<file path="src/rtl/lut_cell_pkg.sv">
package lut_cell_pkg;

    localparam int unsigned DEF_INPUTS = 4;

    typedef enum logic {
        OSEL_COMB = 1'b0,
        OSEL_REG  = 1'b1
    } osel_e;

    typedef struct packed {
        logic  lut_bit;
        osel_e mode;
    } cell_sel_t;

    function automatic int unsigned table_depth(input int unsigned n_in);
        return 32'd1 << n_in;
    endfunction

endpackage

</file>
<file path="src/rtl/cfg_chain.sv">
module cfg_chain
    import lut_cell_pkg::*;
#(
    parameter int unsigned DEPTH = 16
) (
    input  logic             clk,
    input  logic             rst,
    input  logic             shift_en,
    input  logic             shift_in,
    output logic [DEPTH-1:0] tbl,
    output osel_e            mode,
    output logic             shift_out
);

    for (genvar i = 0; i < DEPTH; i++) begin : g_stage
        logic nxt;
        if (i == 0) begin : g_head
            assign nxt = shift_in;
        end else begin : g_body
            assign nxt = tbl[i-1];
        end
        always_ff @(posedge clk) begin
            if (rst)           tbl[i] <= 1'b0;
            else if (shift_en) tbl[i] <= nxt;
        end
    end

    always_ff @(posedge clk) begin
        if (rst)           mode <= OSEL_COMB;
        else if (shift_en) mode <= osel_e'(tbl[DEPTH-1]);
    end

    assign shift_out = mode;

    // reset clears the configuration
    a_r1_cfg_clear: assert property (@(posedge clk)
        rst |=> (tbl == '0 && mode == OSEL_COMB));
    // serial input lands in entry 0
    a_r2_head_in: assert property (@(posedge clk) disable iff (rst)
        shift_en |=> tbl[0] == $past(shift_in));
    // last table entry moves into the mode bit
    a_r2_tail_to_mode: assert property (@(posedge clk) disable iff (rst)
        shift_en |=> mode == osel_e'($past(tbl[DEPTH-1])));
    // configuration holds outside configuration mode
    a_r3_hold_cfg: assert property (@(posedge clk) disable iff (rst)
        !shift_en |=> ($stable(tbl) && $stable(mode)));

endmodule

</file>
<file path="src/rtl/lut_mux.sv">
module lut_mux
#(
    parameter int unsigned N_IN  = 4,
    parameter int unsigned DEPTH = 16
) (
    input  logic [DEPTH-1:0] tbl,
    input  logic [N_IN-1:0]  sel,
    output logic             y
);

    always_comb y = tbl[sel];

endmodule

</file>
<file path="src/rtl/out_stage.sv">
module out_stage
    import lut_cell_pkg::*;
(
    input  logic      clk,
    input  logic      rst,
    input  logic      hold,
    input  cell_sel_t sel_in,
    output logic      cell_out
);

    logic q;

    always_ff @(posedge clk) begin
        if (rst)       q <= 1'b0;
        else if (!hold) q <= sel_in.lut_bit;
    end

    always_comb cell_out = (sel_in.mode == OSEL_REG) ? q : sel_in.lut_bit;

    // register clears on reset
    a_r1_reg_clear: assert property (@(posedge clk)
        rst |=> q == 1'b0);
    // register samples the table result outside configuration mode
    a_r6_capture: assert property (@(posedge clk) disable iff (rst)
        !hold |=> q == $past(sel_in.lut_bit));
    // register frozen during configuration
    a_r7_reg_hold: assert property (@(posedge clk) disable iff (rst)
        hold |=> $stable(q));

endmodule

</file>
<file path="src/rtl/lut_cell.sv">
module lut_cell
    import lut_cell_pkg::*;
#(
    parameter int unsigned N_IN = DEF_INPUTS
) (
    input  logic            clk,
    input  logic            rst,
    input  logic            cfg_en,
    input  logic            cfg_din,
    input  logic [N_IN-1:0] lut_in,
    output logic            cfg_dout,
    output logic            cell_out
);

    localparam int unsigned DEPTH = table_depth(N_IN);

    logic [DEPTH-1:0] tbl;
    osel_e            mode;
    cell_sel_t        sel;
    logic             lut_bit;

    cfg_chain #(.DEPTH(DEPTH)) u_chain (
        .clk       (clk),
        .rst       (rst),
        .shift_en  (cfg_en),
        .shift_in  (cfg_din),
        .tbl       (tbl),
        .mode      (mode),
        .shift_out (cfg_dout)
    );

    lut_mux #(.N_IN(N_IN), .DEPTH(DEPTH)) u_mux (
        .tbl (tbl),
        .sel (lut_in),
        .y   (lut_bit)
    );

    always_comb begin
        sel.lut_bit = lut_bit;
        sel.mode    = mode;
    end

    out_stage u_out (
        .clk      (clk),
        .rst      (rst),
        .hold     (cfg_en),
        .sel_in   (sel),
        .cell_out (cell_out)
    );

    // in combinational mode the output follows the table with no clock
    a_r5_comb_path: assert property (@(posedge clk) disable iff (rst)
        (mode == OSEL_COMB) |-> cell_out == tbl[lut_in]);

endmodule

</file>
<file path="config.mk">
export PLATFORM = sky130hd
export DESIGN_NAME = lut_cell
export DESIGN_NICKNAME = d
export VERILOG_FILES = /design/src/rtl/lut_cell_pkg.sv /design/src/rtl/cfg_chain.sv /design/src/rtl/lut_mux.sv /design/src/rtl/out_stage.sv /design/src/rtl/lut_cell.sv
export SDC_FILE = /design/constraint.sdc
export NUM_CORES = 1
export LEC_CHECK = 0
export ABC_AREA = 1
export BUFFER_PORTS_ARGS = -buffer_cell sky130_fd_sc_hd__buf_2
export CORE_UTILIZATION = 55
export CTS_BUF_LIST = sky130_fd_sc_hd__clkbuf_4 sky130_fd_sc_hd__clkbuf_8 sky130_fd_sc_hd__clkbuf_16
export CTS_CLUSTER_SIZE = 40
export DETAILED_ROUTE_END_ITERATION = 8
export PLACE_DENSITY = 0.76
export REMOVE_ABC_BUFFERS = 1
export SLEW_MARGIN = 5
export SYNTH_ARGS = -nofsm -noshare
export SYNTH_HDL_FRONTEND = slang
export SYNTH_SLANG_ARGS = --single-unit
export TNS_END_PERCENT = 10
</file>
<file path="constraint.sdc">
create_clock -name clk -period 3 [get_ports clk]
set_clock_uncertainty 0.05 [all_clocks]
set_input_delay 0.6 -clock clk [delete_from_list [all_inputs] [get_ports clk]]
set_output_delay 0.6 -clock clk [all_outputs]
set_load 0.02 [all_outputs]
</file>
======== Word-level counts from Yosys, hierarchy flattened ========
Cells that the tools add are included.
word-level totals
  register bits ........................... 18
  input port bits ......................... 8
  output and inout port bits .............. 2
operators by class
  order comparisons ....................... 1
  multiplexer cells ....................... 3
operators with widths
  operator              count
  $lt A4 B5 Y1 const B  1
  $bmux W1 S4           1
  $mux W1               2

======== Longest topological paths before layout ========
  depth in word-level cells ............... 3
  depth in mapped cells ................... 9
  mapped depth without buffers ............ 8

======== Hierarchy ========
Synthesis repeated with hierarchy kept, for this count alone.
second synthesis, totals
  cell total of the unflattened synthesis .. 183
  area total of the unflattened synthesis .. 1,136.1 µm²
modules (own cells, without submodules)
  module     times used  cells each  area an instance (µm²)  sequential area each (µm²)
  cfg_chain  1           124         852.1                   340.3
  lut_mux    1           50          230.2                   0.0
  out_stage  1           9           53.8                    20.0

======== Least setup slack after synthesis ========
OpenSTA, ideal clock, no wires.
  path type ............................... input-to-output
  start ................................... input port lut_in[0]
  end ..................................... output port cell_out
  arrival ................................. 1.278 ns
  data required time ...................... 2.350 ns
  path slack .............................. 1.072 ns
  stages .................................. 8
  cell sequence ........................... buf_6 -> o21ai_1 -> nand2_1 -> nand3_1 -> nand3_2 -> nand2_1 -> nand2_1 -> nand2_1
on the way
  word-level cells in the longest chain between the ends .. 3
ends and longest elaborated chain
  what                           line             source
  start, declared                lut_cell.sv:10   input logic [N_IN-1:0] lut_in,
  $bmux W1 S4                    lut_mux.sv:11    always_comb y = tbl[sel];
  $mux W1 (not written as such)  lut_mux.sv:11
  $mux W1                        out_stage.sv:18  always_comb cell_out = (sel_in.mode == OSEL_REG) ? q : sel_in.lut_bit;
  end, declared                  lut_cell.sv:12   output logic cell_out
No other way between the ends. The select of a mux whose other input is x is not followed.

======== Worst setup path after layout ========
Ends and elaborated chain as after synthesis.

==> results.ini <==
[run_status]
outcome = complete, no violations

[synth]
synth.top_cell.area_share = 0.422
synth_top_cell_by_area = dfxtp_1
syn_avg_cell_area_sq_um = 7.36
synth_top_family_by_area = simple AND/OR/NAND/NOR gates
ys_seq_elements = 18
yosys_warnings = 0
synthMuxAreaShare = 0
syn_area_sq_um = 853
synth_edf_count = 0
synth_top_cells_by_count = inv_1 (19), nand2_1 (19), nor2_1 (19)
async_flop_share = 0
syn_inst = 116
synthAdderAreaFrac = 0
synth_compound_area_frac = 0.182
ys_seq_area_frac = 0.422
synth_area_leaders = dfxtp_1 (42%), a211oi_1 (15%), inv_1 (8.4%)
yosysUniqueCellTypes = 15
synth-main-ff-cell = dfxtp_1
yosys.area_share.xor_xnor = 0
synthSimpleGateAreaFrac = 0.264

[timing]
final.period_utilization = 0.743
finalHoldViolations = 0
slew_violations = 0
relSlewSlack = 0.723
min_period_ns = 2.23
rsz0062_at_grt = false
clock.fmax_ghz = 0.448
setup_viol = 0
tightestPinTransition_ns = 0.415
fin_setup_tns_ns = 0

[critical_path]
critPathTopFamily = buffers and inverters
crit_chain = buf_2 > inv_1 > nand2_1 > nand3_1 > nand3_1 > nand3_2 > nand2_1 > nand2_1 > nand2_1 > buf_2
critPathMaxFanout = 13
critPathSlowestCell = buf_2
critPathLaunchType = input port
end_kind = output port
crit_path_max_incr_delay_ns = 0.23
crit_arrival_ns = 1.58
critPathRequiredTime_ns = 2.35
path_class = input port to output port
crit_buf_inv = 3
crit_path_frequent_cell = nand2_1

[routing]
drc = 0
viasPerCell = 5.30
drt-wirelength-per-cell_um = 11.4
first_pass_iters = 4
wl_mm = 1.55
dr.first_iter.drc_count = 15
vias = 721
drtAntennaViolNets = 0

[global_routing]
grtUsageTotal = 0.215
grt_max_degree = 26
antenna_found_initial = 0
grt.overflow.total = 0
grt_pass1_wl_mm = 2.37
grt_pass1_vias = 585

[die]
rows = 13
die_h_um = 41.4
die_w_um = 41.4
io_pins = 10
core-area_sq_mm = 0.00137
dieArea_sq_mm = 0.00171
start_util = 0.625

[clocking]
clock_tree.root_cell = clkbuf_4
worstSkewPairLatency_ns = 0.29
cts_buffers = 3
cts_resized = 0
path_clk_slew_ns = 0.09
post_cts.repair.setup_buffers = 0
htreeDepth = 1
cts_num_sinks = 18
ctsHoldBuffers = 0
cts_tree = done
cts_buffer_depth = 2

[power]
internal_power_mw = 0.328
pwr-share-comb = 0.162
leakagePower_nw = 0.403
clkPwrFrac = 0.255
switching_share = 0.273
power_density_mw_per_mm2 = 502
peakVddDrop_mv = 0.278
power_switching_mw = 0.123
seq_power_share = 0.583

[placement]
io_buffers = 9
gp_congestion = 0.766
hpwlAfterDp_mm = 1.12

[cells_and_area]
drive_above_1_share = 0.157
syn2layout_area_growth_pct = 5.28
num_antenna_cells = 0
num-nets-final = 131
utilization = 0.658

[job]
drv_cap = 0

[hold_path]
hp-class = flop to flop

## final cells by class
class / instances / area (sq um)
Fill cell: 136 / 468
Multi-Input combinational cell: 72 / 380
Sequential cell: 18 / 360
Inverter: 19 / 71.3
Timing Repair Buffer: 9 / 45.0
Clock buffer: 3 / 22.5
Tap cell: 15 / 18.8
## flip-flops by register name, indices dropped and copies added (netlist names)
| name | cells |
|---|---|
| u_chain.g_stage.nxt | 15 |
| u_chain.mode | 1 |
| u_chain.tbl | 1 |
| u_out.q | 1 |
## worst paths after layout
path | startpoint | endpoint | slack [ns] | cells past startpoint
max | lut_in[0] | cell_out | 0.77 | 10
min | u_chain.g_stage[4].nxt | u_chain.g_stage[4].nxt | 0.43 | 2
max reg2reg | u_chain.g_stage[13].nxt | u_out.q | 1.97 | 8
min reg2reg | u_chain.g_stage[4].nxt | u_chain.g_stage[4].nxt | 0.43 | 2
## per-layer routing
layer / share of wire / vias to the layer above / wire length [um] / GRT usage
met5: 0 / - / 0 / 0
met4: 0.018 / 0 / 28 / 0.129
met3: 0.039 / 4 / 60 / 0.0426
met2: 0.47 / 11 / 729 / 0.336
met1: 0.47 / 320 / 730 / 0.273
li1: - / 386 / - / -
## stage by stage
stage	hold WS (ns)	area [sq um]	setup slack, ns	total power [mW]	std cells
after floorplan	0.398	812	1.18	0.314	109
after global placement	0.417	876	0.796	0.339	133
after detailed placement	0.420	876	0.757	0.341	133
after CTS	0.435	898	0.758	0.458	136
after global routing	0.457	898	0.614	0.474	136
final	0.432	898	0.770	0.451	136
## power groups by stage
stage / logic [mW] / registers, mW / clock network (mW)
floorplan: 0.0464 / 0.267 / 0
global placement: 0.0713 / 0.268 / 0
detailed placement: 0.0731 / 0.268 / 0
CTS: 0.0734 / 0.263 / 0.122
global route: 0.0833 / 0.264 / 0.126
finish: 0.0729 / 0.263 / 0.115
## worst register-to-register path, cell delays in order (launching register included)
cell	delay, ns
dfxtp_1	0.31
inv_1	0.10
nand2_1	0.07
nand3_1	0.07
nand3_1	0.09
nand3_2	0.09
nand3_1	0.06
nand2_1	0.07
inv_1	0.03
## cells by family after synthesis
kind of cell    Yosys count
simple gates             51
buf+inv                  26
compound gates           21
flops                    18
## placed cells by master, fill, tap and decap left out, types with 3 or more instances in the layout
| cell type | netlist | final |
|---|---|---|
| nor2_1 | 19 | 19 |
| dfxtp_1 | 18 | 18 |
| inv_1 | 19 | 19 |
| nand2_1 | 19 | 19 |
| a211oi_1 | 17 | 17 |
| clkbuf_4 | 0 | 3 |
| nand3_2 | 3 | 3 |
| nand3_1 | 8 | 8 |
| buf_2 | 3 | 9 |
(Power assumes the default switching activity.)
